$ cat src/rtl/i2c_bank_pkg.sv
package i2c_bank_pkg;
  typedef enum logic [2:0] {
    S_IDLE, S_RECV, S_ACK, S_SEND, S_RACK
  } bus_st_t;

  typedef enum logic [1:0] {
    P_ADDR, P_SUB, P_DATA, P_READ
  } phase_t;
endpackage

$ cat src/rtl/i2c_line_sync.sv
module i2c_line_sync #(
  parameter int SYNC_STAGES = 2
) (
  input  logic clk,
  input  logic rst_n,
  input  logic scl_i,
  input  logic sda_i,
  output logic sda_s,
  output logic scl_rise,
  output logic scl_fall,
  output logic start_det,
  output logic stop_det
);
  logic [SYNC_STAGES:0] scl_pipe, sda_pipe;
  logic scl_s, scl_q, sda_q;

  always_ff @(posedge clk or negedge rst_n) begin
    if (!rst_n) begin
      scl_pipe <= '1;
      sda_pipe <= '1;
    end else begin
      scl_pipe <= {scl_pipe[SYNC_STAGES-1:0], scl_i};
      sda_pipe <= {sda_pipe[SYNC_STAGES-1:0], sda_i};
    end
  end

  assign scl_s = scl_pipe[SYNC_STAGES-1];
  assign scl_q = scl_pipe[SYNC_STAGES];
  assign sda_s = sda_pipe[SYNC_STAGES-1];
  assign sda_q = sda_pipe[SYNC_STAGES];

  assign scl_rise  = scl_s & ~scl_q;
  assign scl_fall  = ~scl_s & scl_q;
  assign start_det = scl_s & scl_q & sda_q & ~sda_s;
  assign stop_det  = scl_s & scl_q & ~sda_q & sda_s;
endmodule

$ cat src/rtl/i2c_reg_bank.sv
module i2c_reg_bank #(
  parameter int N_REGS = 12,
  parameter int DW     = 8,
  parameter int IDX_W  = 4
) (
  input  logic                 clk,
  input  logic                 rst_n,
  input  logic                 wr_en,
  input  logic [IDX_W-1:0]     wr_idx,
  input  logic [DW-1:0]        wr_data,
  input  logic [IDX_W-1:0]     rd_idx,
  output logic [DW-1:0]        rd_data,
  output logic [N_REGS*DW-1:0] regs_flat
);
  logic [DW-1:0] regs [N_REGS];

  for (genvar g = 0; g < N_REGS; g++) begin : g_reg
    always_ff @(posedge clk or negedge rst_n) begin
      if (!rst_n)
        regs[g] <= '0;
      else if (wr_en && int'(wr_idx) == g)
        regs[g] <= wr_data;
    end
    assign regs_flat[g*DW +: DW] = regs[g];
  end

  always_comb begin
    rd_data = '0;
    for (int i = 0; i < N_REGS; i++)
      if (int'(rd_idx) == i) rd_data = regs[i];
  end

  // indices past the bank leave every register untouched
  a_r6_high_index_discarded: assert property (@(posedge clk) disable iff (!rst_n)
    (wr_en && int'(wr_idx) >= N_REGS) |=> $stable(regs_flat));

  // an in-range write shows up on the flat output
  a_r5_write_lands: assert property (@(posedge clk) disable iff (!rst_n)
    (wr_en && int'(wr_idx) < N_REGS) |=> regs_flat[$past(wr_idx)*DW +: DW] == $past(wr_data));
endmodule

$ cat src/rtl/i2c_byte_engine.sv
module i2c_byte_engine
  import i2c_bank_pkg::*;
#(
  parameter int          DW       = 8,
  parameter int          IDX_W    = 4,
  parameter logic [5:0]  DEV_TYPE = 6'b110001
) (
  input  logic             clk,
  input  logic             rst_n,
  input  logic             sda_s,
  input  logic             scl_rise,
  input  logic             scl_fall,
  input  logic             start_det,
  input  logic             stop_det,
  input  logic             addr_sel,
  input  logic [DW-1:0]    rd_data,
  output logic             sda_drive,
  output logic             wr_en,
  output logic [IDX_W-1:0] wr_idx,
  output logic [DW-1:0]    wr_data,
  output logic [IDX_W-1:0] ptr
);
  localparam int CNT_W = $clog2(DW + 1);
  localparam logic [CNT_W-1:0] FULL = CNT_W'(DW);
  localparam logic [CNT_W-1:0] LAST = CNT_W'(DW - 1);

  bus_st_t         st;
  phase_t          ph;
  logic [CNT_W-1:0] cnt;
  logic [DW-1:0]   sh;
  logic            rw, inc, got_ack;

  always_ff @(posedge clk or negedge rst_n) begin
    if (!rst_n) begin
      st <= S_IDLE; ph <= P_ADDR; cnt <= '0; sh <= '0;
      rw <= 1'b0; inc <= 1'b0; got_ack <= 1'b0; ptr <= '0;
      sda_drive <= 1'b0; wr_en <= 1'b0; wr_idx <= '0; wr_data <= '0;
    end else begin
      wr_en <= 1'b0;
      if (stop_det) begin
        st <= S_IDLE;
        sda_drive <= 1'b0;
      end else if (start_det) begin
        st <= S_RECV;
        ph <= P_ADDR;
        cnt <= '0;
        sda_drive <= 1'b0;
      end else begin
        case (st)
          S_RECV: begin
            if (scl_rise && cnt != FULL) begin
              sh  <= {sh[DW-2:0], sda_s};
              cnt <= cnt + 1'b1;
            end else if (scl_fall && cnt == FULL) begin
              cnt <= '0;
              case (ph)
                P_ADDR: begin
                  if (sh[DW-1:1] == {DEV_TYPE, addr_sel}) begin
                    rw <= sh[0];
                    sda_drive <= 1'b1;
                    st <= S_ACK;
                  end else begin
                    st <= S_IDLE;
                  end
                end
                P_SUB: begin
                  ptr <= sh[IDX_W-1:0];
                  inc <= sh[IDX_W];
                  sda_drive <= 1'b1;
                  st <= S_ACK;
                end
                default: begin
                  wr_en   <= 1'b1;
                  wr_idx  <= ptr;
                  wr_data <= sh;
                  if (inc) ptr <= ptr + 1'b1;
                  sda_drive <= 1'b1;
                  st <= S_ACK;
                end
              endcase
            end
          end
          S_ACK: begin
            if (scl_fall) begin
              if (ph == P_ADDR && rw) begin
                st <= S_SEND;
                ph <= P_READ;
                sh <= rd_data;
                sda_drive <= ~rd_data[DW-1];
                cnt <= '0;
              end else begin
                st <= S_RECV;
                ph <= (ph == P_ADDR) ? P_SUB : P_DATA;
                sda_drive <= 1'b0;
              end
            end
          end
          S_SEND: begin
            if (scl_fall) begin
              if (cnt == LAST) begin
                sda_drive <= 1'b0;
                cnt <= '0;
                st <= S_RACK;
                if (inc) ptr <= ptr + 1'b1;
              end else begin
                sh <= {sh[DW-2:0], 1'b0};
                sda_drive <= ~sh[DW-2];
                cnt <= cnt + 1'b1;
              end
            end
          end
          S_RACK: begin
            if (scl_rise) begin
              got_ack <= ~sda_s;
            end else if (scl_fall) begin
              if (got_ack) begin
                st <= S_SEND;
                sh <= rd_data;
                sda_drive <= ~rd_data[DW-1];
              end else begin
                st <= S_IDLE;
              end
            end
          end
          default: ;
        endcase
      end
    end
  end

  // the pull-down only engages just after SCL falls
  a_r2_pull_after_fall: assert property (@(posedge clk) disable iff (!rst_n)
    $rose(sda_drive) |-> $past(scl_fall));

  // the pull-down only lets go after SCL falls or a bus condition
  a_r2_release_when_low: assert property (@(posedge clk) disable iff (!rst_n)
    $fell(sda_drive) |-> $past(scl_fall || stop_det || start_det));

  // a STOP leaves the line released and the engine idle
  a_r8_stop_releases: assert property (@(posedge clk) disable iff (!rst_n)
    stop_det |=> (!sda_drive && st == S_IDLE));

  // a stored byte is followed by a pointer one further on
  a_r6_ptr_steps: assert property (@(posedge clk) disable iff (!rst_n)
    (wr_en && inc) |-> ptr == IDX_W'(wr_idx + 1'b1));

  // without auto-increment the pointer stays on the written register
  a_r7_ptr_holds: assert property (@(posedge clk) disable iff (!rst_n)
    (wr_en && !inc) |-> ptr == wr_idx);
endmodule

$ cat src/rtl/i2c_ctl_bank.sv
module i2c_ctl_bank #(
  parameter int         N_REGS   = 12,
  parameter int         DW       = 8,
  parameter int         IDX_W    = 4,
  parameter logic [5:0] DEV_TYPE = 6'b110001
) (
  input  logic                 clk,
  input  logic                 rst_n,
  input  logic                 scl_i,
  input  logic                 sda_i,
  input  logic                 addr_sel,
  output logic                 sda_pull_low,
  output logic [N_REGS*DW-1:0] reg_q
);
  logic sda_s, scl_rise, scl_fall, start_det, stop_det;
  logic wr_en;
  logic [IDX_W-1:0] wr_idx, ptr;
  logic [DW-1:0] wr_data, rd_data;

  i2c_line_sync #(.SYNC_STAGES(2)) u_sync (
    .clk(clk), .rst_n(rst_n), .scl_i(scl_i), .sda_i(sda_i),
    .sda_s(sda_s), .scl_rise(scl_rise), .scl_fall(scl_fall),
    .start_det(start_det), .stop_det(stop_det)
  );

  i2c_byte_engine #(.DW(DW), .IDX_W(IDX_W), .DEV_TYPE(DEV_TYPE)) u_eng (
    .clk(clk), .rst_n(rst_n), .sda_s(sda_s), .scl_rise(scl_rise),
    .scl_fall(scl_fall), .start_det(start_det), .stop_det(stop_det),
    .addr_sel(addr_sel), .rd_data(rd_data), .sda_drive(sda_pull_low),
    .wr_en(wr_en), .wr_idx(wr_idx), .wr_data(wr_data), .ptr(ptr)
  );

  i2c_reg_bank #(.N_REGS(N_REGS), .DW(DW), .IDX_W(IDX_W)) u_bank (
    .clk(clk), .rst_n(rst_n), .wr_en(wr_en), .wr_idx(wr_idx),
    .wr_data(wr_data), .rd_idx(ptr), .rd_data(rd_data), .regs_flat(reg_q)
  );
endmodule

$ cat config.mk
export PLATFORM = sky130hd
export DESIGN_NAME = i2c_ctl_bank
export DESIGN_NICKNAME = d
export VERILOG_FILES = /design/src/rtl/i2c_bank_pkg.sv /design/src/rtl/i2c_line_sync.sv /design/src/rtl/i2c_reg_bank.sv /design/src/rtl/i2c_byte_engine.sv /design/src/rtl/i2c_ctl_bank.sv
export SDC_FILE = /design/constraint.sdc
export NUM_CORES = 1
export LEC_CHECK = 0
export ABC_AREA = 1
export CAP_MARGIN = 0
export CORE_MARGIN = 1.5
export CORE_UTILIZATION = 55
export CTS_BUF_LIST = sky130_fd_sc_hd__clkbuf_4 sky130_fd_sc_hd__clkbuf_8
export DETAILED_ROUTE_END_ITERATION = 8
export DONT_BUFFER_PORTS = 1
export HOLD_SLACK_MARGIN = 0.12
export PLACE_DENSITY = 0.74
export SYNTH_ARGS = -nofsm -noshare
export SYNTH_HDL_FRONTEND = slang
export SYNTH_SLANG_ARGS = --single-unit
$ cat constraint.sdc
create_clock -name clk -period 1.9 [get_ports clk]
set_input_delay 0.285 -clock clk [delete_from_list [all_inputs] [get_ports clk]]
set_output_delay 0.285 -clock clk [all_outputs]
set_load 0.01 [all_outputs]
==> results of run 1 <==
[registers in the layout, summed over array words and instances, names as in the netlist]
name / cells
u_sync.sda_pipe: 3
u_eng.sda_drive: 1
u_eng.inc: 1
u_eng.got_ack: 1
u_sync.scl_pipe: 3
u_eng.st: 3
u_eng.ptr: 4
u_eng.wr_data: 8
u_eng.ph: 2
u_eng.wr_idx: 4
u_eng.rw: 1
u_bank.regs_flat: 96
u_eng.sh: 8
u_eng.cnt: 4
u_eng.wr_en: 1
[routing by layer]
metal / global-route usage, % / share of wire (%)
met1: 40.5 / 43
met2: 45.4 / 45
met3: 8.49 / 9.0
met4: 15.6 / 3.5
met5: 0 / 0
[synthesized netlist by cell type, types with 2 or more instances]
library cell / n
o31ai_1: 2
buf_2: 7
nor3_1: 5
nor2_2: 5
inv_1: 88
or2_0: 2
ha_1: 6
o22ai_1: 4
nand3_1: 53
nand2_1: 273
nor2_1: 87
a21oi_1: 26
dfrtp_1: 134
nor3_2: 2
xor2_1: 2
or2_2: 6
nor4_1: 2
inv_2: 10
a31oi_1: 4
dfstp_2: 6
o21ai_0: 129
o211ai_1: 2
clkbuf_1: 23
nor2_4: 3
[cells in the final DEF, fill, tap and decap left out, types with 3 or more instances in the layout]
cell        count
or2_2           6
a31oi_1         4
bufinv_16       3
o21ai_0       128
nand3_1        25
nor2_2         10
nand2_1       250
nand3_2        26
dfrtp_1       132
nor2_4         12
dfstp_2         6
a21oi_2         8
a21oi_1        19
inv_1          78
buf_6           5
nor3_1          4
ha_4            4
clkinv_2        4
buf_4          69
nand2_2        24
clkbuf_8       19
buf_12          4
o22ai_1         3
inv_2          18
nor2_1         73
clkinvlp_4      5
[worst paths after layout]
path                       depth (start not counted)               start                  to  slack [ns]
max in group asynchronous                          0               rst_n  u_sync.scl_pipe[0]        2.08
min in group clk                                   0  u_sync.sda_pipe[0]  u_sync.sda_pipe[1]        0.36
min reg2reg                                        0  u_sync.sda_pipe[0]  u_sync.sda_pipe[1]        0.36
min                                                0               rst_n     u_eng.wr_idx[3]       -0.49
max                                               15        u_eng.ptr[0]         u_eng.sh[1]       -0.11
max reg2reg                                       15        u_eng.ptr[0]         u_eng.sh[1]       -0.11
[worst reg2reg max path, cell delays in order (launching register included)]
cell and delay, ns:
dfrtp_1 0.43, inv_2 0.13, ha_4 0.15, buf_4 0.11, nand3_2 0.13, buf_12 0.19
nor2_1 0.19, nor2_4 0.05, nand2_2 0.09, nand2_2 0.06, nand2_2 0.06, nand3_2 0.07
nand2_1 0.06, nand2_1 0.06, nand2_1 0.08, a21oi_2 0.05
[stage by stage]
| stage | cells | hold slack [ns] | utilization (%) |
|---|---|---|---|
| floorplan | 899 | -0.0106 | - |
| global placement | 1104 | -0.00686 | 62.2 |
| detailed placement | 1104 | -0.00764 | 62.2 |
| CTS | 1146 | -0.501 | 68.1 |
| global route | 1151 | -0.507 | 70.5 |
| finish | 1151 | -0.486 | 70.5 |
[cell type report]
class	instances	area, um2
fillers	951	3580
flip-flops and latches	140	3510
multi-input cells	630	3320
repair buffers	81	679
inverters	99	383
clock buffers	21	277
well taps	168	210
clock inverters	11	141
repair inverters	1	7.51
[where the power goes]
group	switching, W	internal [W]
logic	0.00240	0.00181
clock network	0.00118	0.00139
registers	0.000297	0.00322
total	0.00388	0.00641
[kinds of logic after synthesis]
group / Yosys count
AOI/OAI and AO/OA: 179
xor gates and xnor gates: 2
adders and majority gates: 6
buffers and inverters: 130
DFF: 140
and+or+nand+nor: 442
[timing repair]
| item | 4_1_cts | 5_1_grt |
|---|---|---|
| buffers inserted | 6 | 4 |
| cloned | 2 | 1 |
| endpoints found under the hold margin | 142 | 140 |
| pin swaps | 22 | 38 |
| resized for setup | 56 | 69 |
| setup endpoints to repair | 23 | 27 |
==> out/results.ini, run 1 <==
[worst_setup_path]
cp.arrival_ns=2.35
crit_chain=inv_2 -> ha_4 -> buf_4 -> nand3_2 -> buf_12 -> nor2_1 -> nor2_4 -> nand2_2 -> nand2_2 -> nand2_2 -> nand3_2 -> nand2_1 -> nand2_1 -> nand2_1 -> a21oi_2
cp_slowest_stage_delay_ns=0.43
worst_ep_required_time_ns=2.24
cp_top_family=simple AND/OR/NAND/NOR gates
crit_slowest_cell=dfrtp_1
crit_buf_inv=3
worst_setup_path_start_kind=flip-flop
cp_max_fo=14
crit_type=flip-flop to flip-flop
end_kind=flip-flop

[run_status]
violations=hold timing, setup timing
status=finished with violations

[synth]
synth_edf_count=0
synth_seq_cells=140
synthesis.nets=910
netlist_area_um2=6900
synth_area_leader_cell=dfrtp_1
muxShareOfSynthArea_pct=0
async_reset_ff_share_pct=100
synth_compound_area_share_pct=13.9
yosys.area.top_type_share_pct=48.6
synthTopCellsByArea=dfrtp_1, nand2_1, o21ai_0, inv_1, nor2_1
yosysUniqueCellTypes=42
synth_top_family_by_area=simple AND/OR/NAND/NOR gates
syn_inst=899
yosys_warnings=0
yosys.area_share.simple_pct=26.5
avgSynthCellArea_um2=7.68
synthAdderAreaFrac_pct=1.09
ys_seq_area_share_pct=50.9
synth_ff_type=dfrtp_1
synth_xor_area_share_pct=0.254

[sta]
relSlewSlack_pct=55.5
rsz0062_at_grt=yes
max_freq_mhz=497
whs_ns=-0.486
fin_crit_sh_pct=106
finalWorstSetupSlack_ns=-0.114
finalSetupTns_ns=-0.805
drv_slew=0
worstMarginPinSlew_ns=0.666
setup_viol=9
hold_viol=140
min_period_ns=2.01
skew_ns=0.0115

[die]
die_h_um=115
rows=40
initial_utilization_pct=57.0
num_io_pins=102
die_w_um=115
die_area_um2=13200
coreArea_um2=12100

[clocking]
clock-sinks=140
root_buffer=clkbuf_8
cts-htree-levels=4
hold_buffers=2
cts.clk_slew.worst_paths_ns=0.08
cts_buffers=17
cts_tree=done
clk_path_buf_depth=2
clk_latency_ns=0.46

[routing]
via_count=6292
dr.pass1.iters=5
routed_via_density=5.47
drt-total-wl_mm=19.9
drc=0
drtAntennaViolNets=0
drt_iter0_drc=613
routedWlPerCell_um=17.3

[finish]
antenna_cells=0
syn_to_final_growth_pct=23.6
final_nets=981
drive_above_1_share_pct=25.3
postLayoutCellArea_um2=8530

[placement]
place_area_um2=7530
preCtsSetupSlack_ns=-0.223
port_buffers=0
hpwlAfterDp_mm=12.8
gp_congestion=0.926

[worst_hold_path]
hold_class=primary input to asynchronous set/reset pin

[power]
ir_drop_mv=0.730
powerDensity_nw_per_um2=1210
p_leak_nw=4.13
fin_total_pwr_w=0.0103

[global_routing]
grt.overflow.total=0
grt_first_pass_wirelength_mm=30.5
grt_pass1_vias=5912
track_usage_pct=30.3
antenna_found_initial=0
grt_max_degree=141

[run]
maxCapViolations=0

Note: power is estimated with default switching activity, not from simulation.
==> inputs of run 2 (changes only) <==
PLACE_DENSITY = 0.73   (was 0.74)
==> run 2 against run 1 <==
The run still ends with hold timing, setup timing left. Register-to-register slack better by 0.02 ns. Combinational power is 3% lower. Total power is 1.9% lower. Clock skew is 0.0048 ns higher. Critical endpoint unchanged. Largest cell class unchanged.
==> out/results.ini, run 2 (synthesis results as in run 1) <==
[run_status]
status=finished with violations
violations=hold timing, setup timing

[global_routing]
grt_pass1_vias=6069
grt.overflow.total=0
antenna_found_initial=0
grt_first_pass_wirelength_mm=31.3
track_usage_pct=30.9
grt_max_degree=141

[placement]
gp_congestion=0.932
port_buffers=0
preCtsSetupSlack_ns=-0.273
hpwlAfterDp_mm=13.2

[clocking]
clock-sinks=140
root_buffer=clkbuf_8
hold_buffers=2
cts_tree=done
cts.clk_slew.worst_paths_ns=0.08
cts-htree-levels=4
cts_buffers=17
clk_path_buf_depth=2
clk_latency_ns=0.46

[worst_setup_path]
cp_slowest_stage_delay_ns=0.46
worst_setup_path_start_kind=flip-flop
crit_buf_inv=3
crit_chain=buf_12 -> ha_4 -> buf_6 -> nand3_4 -> clkinvlp_4 -> nor2_1 -> nand2_1 -> nand2_2 -> nand2_2 -> nand3_2 -> nand2_1 -> nand2_1 -> nand2_2 -> a21oi_2
crit_type=flip-flop to flip-flop
cp_max_fo=7
crit_slowest_cell=dfrtp_2
worst_ep_required_time_ns=2.28
cp_top_family=simple AND/OR/NAND/NOR gates
cp.arrival_ns=2.38
end_kind=flip-flop

[finish]
antenna_cells=0
final_nets=963
syn_to_final_growth_pct=22.2
drive_above_1_share_pct=24.4
nFillCells=1012
postLayoutCoreUtil_pct=69.6
largest_reg_flops=96
mostFrequentLayoutCell=nand2_1
mostFrequentLayoutCells=nand2_1, dfrtp_1, o21ai_0, inv_1, nor2_1

[sta]
min_period_ns=2.00
whs_ns=-0.478
finalSetupTns_ns=-0.566
worstMarginPinSlew_ns=0.676
hold_viol=140
finalWorstSetupSlack_ns=-0.0986
drv_slew=0
fin_crit_sh_pct=105
setup_viol=9
relSlewSlack_pct=54.9
rsz0062_at_grt=yes
skew_ns=0.0162
max_freq_mhz=500

[power]
p_leak_nw=4.05
fin_total_pwr_w=0.0101
powerDensity_nw_per_um2=1200
ir_drop_mv=0.646

[routing]
drt-total-wl_mm=20.0
routedWlPerCell_um=17.7
dr.pass1.iters=5
drtAntennaViolNets=0
drt_iter0_drc=573
drc=0
routed_via_density=5.65
via_count=6397

[die]
num_io_pins=102
rows=40
die_h_um=115
initial_utilization_pct=57.0
coreArea_um2=12100
die_area_um2=13200
die_w_um=115

[worst_hold_path]
hold_class=primary input to asynchronous set/reset pin

[run]
maxCapViolations=0

==> run 2: path summary, 6_finish.rpt <==
check / start / endpoint / slack, ns / cells past startpoint
max: u_eng.ptr[0] / u_eng.sh[1] / -0.1 / 14
min: rst_n / u_bank.regs_flat[37] / -0.48 / 0
max reg2reg: u_eng.ptr[0] / u_eng.sh[1] / -0.1 / 14
min reg2reg: u_sync.sda_pipe[0] / u_sync.sda_pipe[1] / 0.36 / 0
max in group asynchronous: rst_n / u_sync.scl_pipe[0] / 2.11 / 0
min in group clk: u_sync.sda_pipe[0] / u_sync.sda_pipe[1] / 0.36 / 0
==> run 2: where the power goes <==
part	switching (W)	internal [W]	total (W)	leakage, nW
clock	0.00115	0.00133	0.00249	0.195
combinational	0.00238	0.00171	0.00408	1.97
sequential	0.000313	0.00322	0.00353	1.89
total	0.00384	0.00626	0.0101	4.05
==> run 2: per-stage QoR <==
step | area (um2) | cells
after floorplan | 6900 | 899
after global placement | 7410 | 1088
after detailed placement | 7410 | 1088
after CTS | 8100 | 1127
after global routing | 8430 | 1132
final | 8430 | 1132
==> run 2: final cells by class <==
cell class	instances	area (um2)	share of cell area (%)
clock buffers	22	303	3.59
clock inverters	9	111	1.32
inverters	99	385	4.57
multi-input cells	630	3330	39.5
flip-flops and latches	140	3510	41.7
well taps	168	210	2.49
repair buffers	63	571	6.76
repair inverters	1	7.51	0.0890
==> run 2: repair_timing <==
item | CTS | global route
resized for setup | 54 | 79
pin swaps | 23 | 37
endpoints found under the hold margin | 142 | 140
setup buffers | 5 | 5
gates cloned | 2 | 0
endpoints found under the setup margin | 14 | 22
==> run 2: routing by layer <==
metal | GRT usage [%] | vias up | wire (um)
li1 | - | 2988 | -
met1 | 41.3 | 3005 | 8360
met2 | 47.1 | 353 | 9070
met3 | 9.17 | 51 | 1950
met4 | 13.6 | 0 | 630
met5 | 0 | - | 0
==> inputs of run 3 (changes only) <==
CORE_UTILIZATION = 53   (was 55)
PLACE_DENSITY = 0.71   (was 0.73)
SYNTH_HIERARCHICAL = 1   (was not set)
==> run 3 against run 2 <==
The run still ends with hold timing, setup timing left. Final area fell by 6.4%. Critical path depth unchanged. Setup slack better by 0.016 ns. Count of clock-buffer cells in the layout is 5 lower. Flip-flop and latch count is the same. Area after synthesis fell by 0.96%. Wire length increased by 3.0%. Register-to-register slack better by 0.02 ns. Sequential share of layout area grew 2.9 points. Global-route usage increased by 0.80 points.
==> out/results.ini, run 3 <==
[worst_setup_path]
crit_type=flip-flop to flip-flop
end_kind=flip-flop
r2r_slack_ns=-0.08
crit-reg2reg-launch=u_eng/ptr[1]
cp.arrival_ns=2.36
worst_ep_required_time_ns=2.28
worstReg2RegEnd=u_eng/sh[2]
cp_max_fo=6
rr_worst_depth=14
worst_setup_path_start_kind=flip-flop

[placement]
hpwlAfterDp_mm=14.3
gp_congestion=0.983
place_area_um2=7140
port_buffers=0

[finish]
final_nets=912
largest_reg_flops=96
nFillCells=1144
regArea_um2=3520
mostFrequentLayoutCell=nand2_1
antenna_cells=0
syn_to_final_growth_pct=15.5
postLayoutCellArea_um2=7900
drive_above_1_share_pct=20.4
multi_input_area_um2=3020
mostFrequentLayoutCells=nand2_1, dfrtp_1, o21ai_0, inv_1, nor2_1

[synth]
synth_edf_count=0
yosysMostFrequentCell=nand2_1
syn_inst=861
yosys.area.top_type_share_pct=49.0
async_reset_ff_share_pct=100
synth_common_cells=nand2_1, dfrtp_1, o21ai_0
netlist_area_um2=6840
synthTopCellsByArea=dfrtp_1, nand2_1, o21ai_0, inv_1, nand3_1
avgSynthCellArea_um2=7.94
ys_seq_area_share_pct=51.4
yosys_warnings=6
synth_ff_type=dfrtp_1
synth_seq_cells=140
synth_area_leader_cell=dfrtp_1
yosysUniqueCellTypes=35
synthesis.nets=869

[die]
rows=41
initial_utilization_pct=54.2
coreArea_um2=12600
die_w_um=117
die_area_um2=13600
num_io_pins=102
die_h_um=117

[global_routing]
grt_max_degree=141
track_usage_pct=31.7
grt_first_pass_wirelength_mm=31.8
antenna_found_initial=0
grt_pass1_vias=5606
grt.overflow.total=0

[clocking]
clock-sinks=140
root_buffer=clkbuf_8
cts_tree=done
cts-htree-levels=4
clk_latency_ns=0.46
cts_buffers=17
cts.clk_slew.worst_paths_ns=0.09
hold_buffers=2
clk_path_buf_depth=2

[sta]
max_freq_mhz=505
rsz0062_at_grt=yes
relSlewSlack_pct=56.1
skew_ns=0.0165
worstMarginPinSlew_ns=0.657
min_period_ns=1.98
drv_slew=0
setup_viol=8
fin_crit_sh_pct=104
whs_ns=-0.484
hold_viol=140
finalWorstSetupSlack_ns=-0.0821

[routing]
routed_via_density=5.66
drt_iter0_drc=623
drt-total-wl_mm=20.6
drc=0
dr.pass1.iters=6
drtAntennaViolNets=0
via_count=6164
routedWlPerCell_um=18.9

[power]
powerDensity_nw_per_um2=1060
p_leak_nw=3.64
ir_drop_mv=0.681

[run_status]
status=finished with violations
violations=hold timing, setup timing

[worst_hold_path]
hold_class=primary input to asynchronous set/reset pin

[run]
maxCapViolations=0

run 3: worst max path at each step:
stage	start	to	depth (start not counted)
floorplan	u_sync/sda_pipe[1]	u_eng/wr_idx[2]	10
global placement	u_eng/ptr[1]	u_eng/sh[0]	13
detailed placement	u_eng/ptr[3]	u_eng/sh[7]	13
CTS	u_eng/ptr[1]	u_eng/sh[7]	15
global route	u_eng/ptr[1]	u_eng/sh[4]	16
finish	u_eng/ptr[1]	u_eng/sh[2]	14
run 3: cell type report:
cell class | instances | share of cell area, %
Timing Repair Buffer | 48 | 5.15
Sequential cell | 140 | 44.5
Clock inverter | 15 | 1.65
Timing Repair inverter | 3 | 0.428
Tap cell | 172 | 2.73
Inverter | 87 | 4.29
Multi-Input combinational cell | 607 | 38.3
Clock buffer | 17 | 2.96
run 3: cells by family after synthesis:
| kind of cell | count (synthesis) | share of synthesized area, % |
|---|---|---|
| AOI/OAI and AO/OA | 156 | 12.5 |
| xor gates and xnor gates | 3 | 0.384 |
| adders and majority gates | 3 | 0.549 |
| buffers and inverters | 115 | 7.01 |
| DFF | 140 | 51.4 |
| and+or+nand+nor | 444 | 28.2 |
run 3: metal layers:
metal / wire length [um] / up-vias / global-route usage (%)
li1: - / 2862 / -
met1: 8800 / 2962 / 45.3
met5: 0 / - / 0
met3: 2270 / 25 / 10.6
met4: 329 / 0 / 9.96
met2: 9200 / 315 / 46.0
run 3: where the power goes:
group / internal, W / switching, W
logic: 0.000998 / 0.00173
clock network: 0.000949 / 0.00129
registers: 0.00317 / 0.000248
total: 0.00512 / 0.00327
run 3: per-stage QoR:
step           setup WS [ns]  utilization (%)  setup TNS (ns)  instances  power, W
2_1_floorplan          0.183                -               0        861   0.00510
3_5_place_dp          -0.221             56.6           -1.56       1037   0.00575
4_1_cts              -0.0371             60.3          -0.165       1075   0.00813
5_1_grt               -0.202             62.6           -2.08       1089   0.00884
3_3_place_gp          -0.164             56.6          -0.602       1037   0.00570
6_report             -0.0821             62.6          -0.304       1089   0.00839
run 3: worst max-delay path, stage by stage (launching register included):
cell,delay [ns]
dfrtp_2,0.48
buf_6,0.15
nor2_4,0.10
buf_6,0.13
inv_6,0.04
nor2_4,0.15
buf_4,0.13
nand2_1,0.04
nand4_1,0.16
nand2_1,0.08
nand4_1,0.08
nand2_1,0.07
o21ai_0,0.10
inv_1,0.08
o21ai_2,0.13
run 3: repair_timing:
action	4_1_cts	5_1_grt
resized for setup	23	60
pin swaps	13	34
buffers inserted	4	13
gates cloned	1	3
hold endpoints to repair	142	140
setup endpoints to repair	21	31
